$ cat src/rtl/combo_lock_pkg.sv
package combo_lock_pkg;

    typedef enum logic [2:0] {
        ST_IDLE  = 3'd0,
        ST_ONE   = 3'd1,
        ST_TWO   = 3'd2,
        ST_THREE = 3'd3,
        ST_OPEN  = 3'd4,
        ST_ERR   = 3'd5
    } lock_state_t;

    typedef struct packed {
        lock_state_t state;
        logic        unlock;
    } fsm_regs_t;

    typedef struct packed {
        logic meta;
        logic sync;
        logic prev;
    } sync_regs_t;

endpackage

$ cat src/rtl/press_sync.sv
module press_sync
    import combo_lock_pkg::*;
(
    input  logic clk,
    input  logic rst,
    input  logic raw_i,
    output logic evt_o
);

    sync_regs_t r_d, r_q;

    always_comb begin
        r_d      = r_q;
        r_d.meta = raw_i;
        r_d.sync = r_q.meta;
        r_d.prev = r_q.sync;
    end

    always_ff @(posedge clk) begin
        if (rst) r_q <= '0;
        else     r_q <= r_d;
    end

    assign evt_o = r_q.sync & ~r_q.prev;

    AST_EVT_SINGLE: assert property (@(posedge clk) disable iff (rst)
        evt_o |=> !evt_o);

    AST_EVT_FROM_RAW: assert property (@(posedge clk) disable iff (rst)
        evt_o |-> $past(raw_i, 2));

endmodule

$ cat src/rtl/lock_fsm.sv
module lock_fsm
    import combo_lock_pkg::*;
#(
    parameter logic [15:0] CODE = 16'h1397
)(
    input  logic        clk,
    input  logic        rst,
    input  logic        evt_i,
    input  logic [3:0]  digit_i,
    input  logic        clear_i,
    output logic        unlock_o,
    output logic [2:0]  state_o
);

    localparam int NDIG = 4;
    localparam int DW   = $bits(CODE) / NDIG;

    function automatic logic [DW-1:0] code_digit(input int idx);
        return CODE[(NDIG-1-idx)*DW +: DW];
    endfunction

    fsm_regs_t r_d, r_q;

    always_comb begin
        r_d = r_q;
        if (clear_i) begin
            r_d.state = ST_IDLE;
        end else begin
            case (r_q.state)
                ST_IDLE:  if (evt_i) r_d.state = (digit_i == code_digit(0)) ? ST_ONE   : ST_ERR;
                ST_ONE:   if (evt_i) r_d.state = (digit_i == code_digit(1)) ? ST_TWO   : ST_ERR;
                ST_TWO:   if (evt_i) r_d.state = (digit_i == code_digit(2)) ? ST_THREE : ST_ERR;
                ST_THREE: if (evt_i) r_d.state = (digit_i == code_digit(3)) ? ST_OPEN  : ST_ERR;
                ST_OPEN:  r_d.state = ST_OPEN;
                ST_ERR:   r_d.state = ST_ERR;
                default:  r_d.state = ST_IDLE;
            endcase
        end
        r_d.unlock = (r_d.state == ST_OPEN);
    end

    always_ff @(posedge clk) begin
        if (rst) begin
            r_q.state  <= ST_IDLE;
            r_q.unlock <= 1'b0;
        end else begin
            r_q <= r_d;
        end
    end

    assign unlock_o = r_q.unlock;
    assign state_o  = r_q.state;

    AST_UNLOCK_MOORE: assert property (@(posedge clk) disable iff (rst)
        unlock_o == (state_o == ST_OPEN));

    AST_ERR_STICKY: assert property (@(posedge clk) disable iff (rst)
        (state_o == ST_ERR && !clear_i) |=> state_o == ST_ERR);

    AST_OPEN_HOLD: assert property (@(posedge clk) disable iff (rst)
        (state_o == ST_OPEN && !clear_i) |=> unlock_o);

    AST_CLEAR_IDLE: assert property (@(posedge clk) disable iff (rst)
        clear_i |=> state_o == ST_IDLE);

    AST_NO_EVT_HOLD: assert property (@(posedge clk) disable iff (rst)
        (!evt_i && !clear_i && state_o <= ST_ERR) |=> $stable(state_o));

endmodule

$ cat src/rtl/combo_lock.sv
module combo_lock
    import combo_lock_pkg::*;
#(
    parameter logic [15:0] CODE = 16'h1397
)(
    input  logic       clk,
    input  logic       rst,
    input  logic [3:0] digit_i,
    input  logic       press_raw_i,
    input  logic       clear_i,
    output logic       unlock_o,
    output logic [2:0] state_o,
    output logic       evt_o
);

    logic evt;

    press_sync u_sync (
        .clk   (clk),
        .rst   (rst),
        .raw_i (press_raw_i),
        .evt_o (evt)
    );

    lock_fsm #(.CODE(CODE)) u_fsm (
        .clk      (clk),
        .rst      (rst),
        .evt_i    (evt),
        .digit_i  (digit_i),
        .clear_i  (clear_i),
        .unlock_o (unlock_o),
        .state_o  (state_o)
    );

    assign evt_o = evt;

endmodule

$ cat config.mk
export PLATFORM = sky130hd
export DESIGN_NAME = combo_lock
export DESIGN_NICKNAME = d
export VERILOG_FILES = /design/src/rtl/combo_lock_pkg.sv /design/src/rtl/press_sync.sv /design/src/rtl/lock_fsm.sv /design/src/rtl/combo_lock.sv
export SDC_FILE = /design/constraint.sdc
export NUM_CORES = 1
export LEC_CHECK = 0
export ABC_AREA = 0
export BUFFER_PORTS_ARGS = -buffer_cell sky130_fd_sc_hd__buf_2
export CAP_MARGIN = 40
export CORE_AREA = 10 10 47 49
export DETAILED_ROUTE_END_ITERATION = 6
export DIE_AREA = 0 0 57 59
export SKIP_LAST_GASP = 1
export SYNTH_ARGS = -nofsm -noshare
export SYNTH_HDL_FRONTEND = slang
export SYNTH_HIERARCHICAL = 1
export SYNTH_SLANG_ARGS = --single-unit
$ cat constraint.sdc
create_clock -name clk -period 1.9 [get_ports clk]
set_input_delay 0.38 -clock clk [delete_from_list [all_inputs] [get_ports clk]]
set_output_delay 0.38 -clock clk [all_outputs]
set_load 0.03 [all_outputs]
==> summary.txt <==
Min path
  – Type of the tightest min-delay check: input pin to register
  – HP Start: clear_i
  – Endpoint, Worst Hold: u_fsm/state_o[1]
  – Hold Crit Depth: 2

Logic synthesis
  – Ranking of synthesized cells by area: dfxtp_1, nor2b_1, nor4b_1
  – Synthesized instance count: 33
  – EDFF count, synth: 0
  – Netlist area before placement: 334 um2
  – Count of state elements after synthesis: 7
  – Seq/Total Area, Yosys: 41.9%
  – Top post-synthesis cells by count: dfxtp_1, nor2_1, nor2b_1
  – Total of warnings raised by yosys: 6
  – Cell variety after synth: 21
  – Dominant synthesized flop cell: dfxtp_1
  – Syn_area_per_cell: 10.1 um2
  – Cell type contributing the most total cell area after synthesis: dfxtp_1
  – Area share of the leading cell type in the synthesized netlist: 41.9%
  – Net count after synthesis: 41
  – Leading cell type by number of instances after synthesis: dfxtp_1
  – Fraction of registers with async set or reset after synthesis: 0%

Timing
  – Final-report setup violation count: 0
  – Max Clock Skew: 0.00306 ns
  – Slew of the pin with the lowest slew margin: 0.266 ns
  – Slew HR: 82.3%
  – Number of failing hold endpoints at the final stage: 0
  – Final slew viol count: 0
  – Post-Route Setup TNS: 0 ns
  – Worst-case hold slack: 0.344 ns
  – Period utilisation layout: 79.0%
  – Post-layout min period: 1.50 ns
  – Setup repair after global routing missed its margin: no
  – Max Clk Rate: 666 MHz

Finish
  – Post-route design area: 440 um2
  – Number of antenna repair diodes: 0
  – Post-synthesis to final-layout area growth: 31.8%
  – Total Nets Final: 58
  – FF+latch area: 140 um2
  – Share of final-layout standard cells stronger than drive strength 1: 38.8%
  – Area occupied by multi-input gates: 194 um2
  – Number of fill cells: 160
  – Count of placed standard cells in the final layout, fillers left out: 65

Detailed routing
  – Routed via count: 321
  – Vias per std cell: 4.94
  – Total Wirelength: 806 um
  – Final routed DRC violation total: 0
  – First-pass DRT Iterations: 4
  – Residual antenna-violating net count after detailed routing: 0
  – First DRT Iteration DRCs: 11
  – Average detailed-routed wire length per instance: 12.4 um

Worst setup path
  – Endpoint of the worst-slack reg-to-reg timing path: u_fsm/state_o[1]
  – Worst-case register-to-register setup slack: 0.40 ns
  – Cell count of the worst reg-to-reg path: 5
  – Worst EP arrival: 1.66 ns
  – Crit path required time: 2.06 ns
  – Max Fanout on Critical Path: 5
  – Reg-to-reg startpoint: u_sync/r_d[0]
  – Worst setup path class: register to register
  – Critical Path Sink Type: register
  – Critical Path Start Type: register

Die
  – Overall die area: 3360 um2
  – Vertical extent of the die: 59 um
  – Die X: 57 um
  – Std-Cell Core Area: 1400 um2
  – Top-level port count: 13
  – Cell Rows: 14
  – Initial Utilization: 23.8%

Pwr
  – Power density relative to cell area: 715 nW/um2
  – Worst vdd rail ir drop: 0.314 mV
  – Overall power of the completed layout: 0.315 mW
  – Leakage: 0.175 nW

Clock tree
  – # clock sinks: 7
  – CTS HTree Levels: 1
  – Number of buffers inserted by hold repair at cts: 0
  – Root buf cell: clkbuf_4
  – Maximum number of buffers from clock root to sink: 2
  – Clock tree from TritonCTS: built
  – Clock input transition at the sequential cells of the worst setup and hold paths: 0.05 ns
  – Post-CTS setup-driven buffer insertion count: 0
  – Number of buffers created by CTS: 3
  – # resized after CTS: 0
  – Clock latency at the later pin of the worst-skew pair: 0.24 ns

Global route
  – Number of global-route vias before repair: 335
  – Pin count of the biggest net entering global routing: 9
  – Combined global-route utilization of all metal layers: 5.19%
  – Antenna violations before repair: 0
  – Final global-route overflow total: 0
  – First-pass GRT wire length: 1430 um

Place
  – Detail Placement HPWL: 630 um
  – Final weighted congestion of routability-driven global placement: 0.709
  – Post-DP Area: 414 um2
  – Number of buffer cells added on primary ports: 12
  – Number of cells in the design after placement: 61

Flow run
  – Max capacitance violation total: 0

Outcome
  – Outcome: finished, final reports clean
cell families (layout without fill, tap and decap cells):
kind of cell / count (synthesis) / count (layout) / share of synthesized area, %
AOI/OAI and AO/OA: 6 / 6 / 14.2
buffers and inverters: 0 / 16 / 0
DFF: 7 / 7 / 41.9
and+or+nand+nor: 20 / 20 / 43.8
area by class of cell:
type	instances	share of cell area (%)
clock buffers	4	5.97
flip-flops and latches	7	31.8
multi-input cells	26	44.0
well taps	16	4.55
repair buffers	12	13.6
worst max-delay path by stage:
| stage | startpoint | to | slack (ns) | cells past startpoint |
|---|---|---|---|---|
| finish | u_sync/r_d[0] | u_fsm/state_o[1] | 0.40 | 5 |
| global route | u_sync/r_d[0] | u_fsm/state_o[1] | 0.25 | 5 |
| CTS | u_sync/r_d[0] | u_fsm/state_o[1] | 0.37 | 5 |
| detailed placement | u_sync/r_d[0] | u_fsm/state_o[1] | 0.40 | 5 |
| global placement | u_sync/r_d[0] | u_fsm/state_o[1] | 0.39 | 5 |
| floorplan | u_sync/r_d[0] | u_fsm/state_o[1] | 0.26 | 5 |
where the power goes:
part	internal (mW)	switching (mW)
logic	0.0144	0.0181
clock network	0.0797	0.0489
registers	0.151	0.00274
total	0.245	0.0697
through the flow:
stage	utilization [%]	setup slack (ns)
CTS	31.4	0.368
finish	31.4	0.399
global placement	29.6	0.389
floorplan	-	0.263
global route	31.4	0.247
detailed placement	29.6	0.396
state kept, by name (all words and copies together), names as in the netlist:
signal and count:
u_fsm/state_o 3, u_sync/r_d 2, u_fsm/unlock_o 1, u_sync/r_q 1
critical path: stages (launching register included):
cell     delay, ns
dfxtp_1       0.31
nor2b_2       0.21
and4b_1       0.22
or3b_1        0.35
and3_1        0.20
nor4_2        0.12
layout by cell type, fill, tap and decap left out:
| cell | netlist | layout |
|---|---|---|
| nor3_1 | 1 | 1 |
| o21a_1 | 1 | 1 |
| and3_1 | 1 | 1 |
| nor2b_2 | 1 | 1 |
| o22ai_1 | 1 | 1 |
| buf_2 | 0 | 12 |
| o311a_1 | 1 | 1 |
| nor4_2 | 1 | 1 |
| and4bb_2 | 1 | 1 |
| or3b_1 | 1 | 1 |
| nand3_1 | 1 | 1 |
| nor4b_1 | 2 | 2 |
| a211o_1 | 1 | 1 |
| clkbuf_1 | 0 | 1 |
| and2_1 | 1 | 1 |
| and4b_1 | 1 | 1 |
| nand2_1 | 1 | 1 |
| nand2b_1 | 1 | 1 |
| nand2b_4 | 1 | 1 |
| dfxtp_1 | 7 | 7 |
| clkbuf_4 | 0 | 3 |
| nor2_1 | 3 | 3 |
| nor2b_1 | 3 | 3 |
| o211ai_1 | 2 | 2 |
layer usage:
metal	routed length, um	vias to the layer above	part of all wire [%]	GRT usage (%)
met2	331	10	41	6.82
li1	-	158	-	-
met3	78	0	9.7	2.79
met1	396	153	49	6.06
met5	0	-	0	0
met4	0	0	0	4.03
Power figures use the tool's default switching activity.
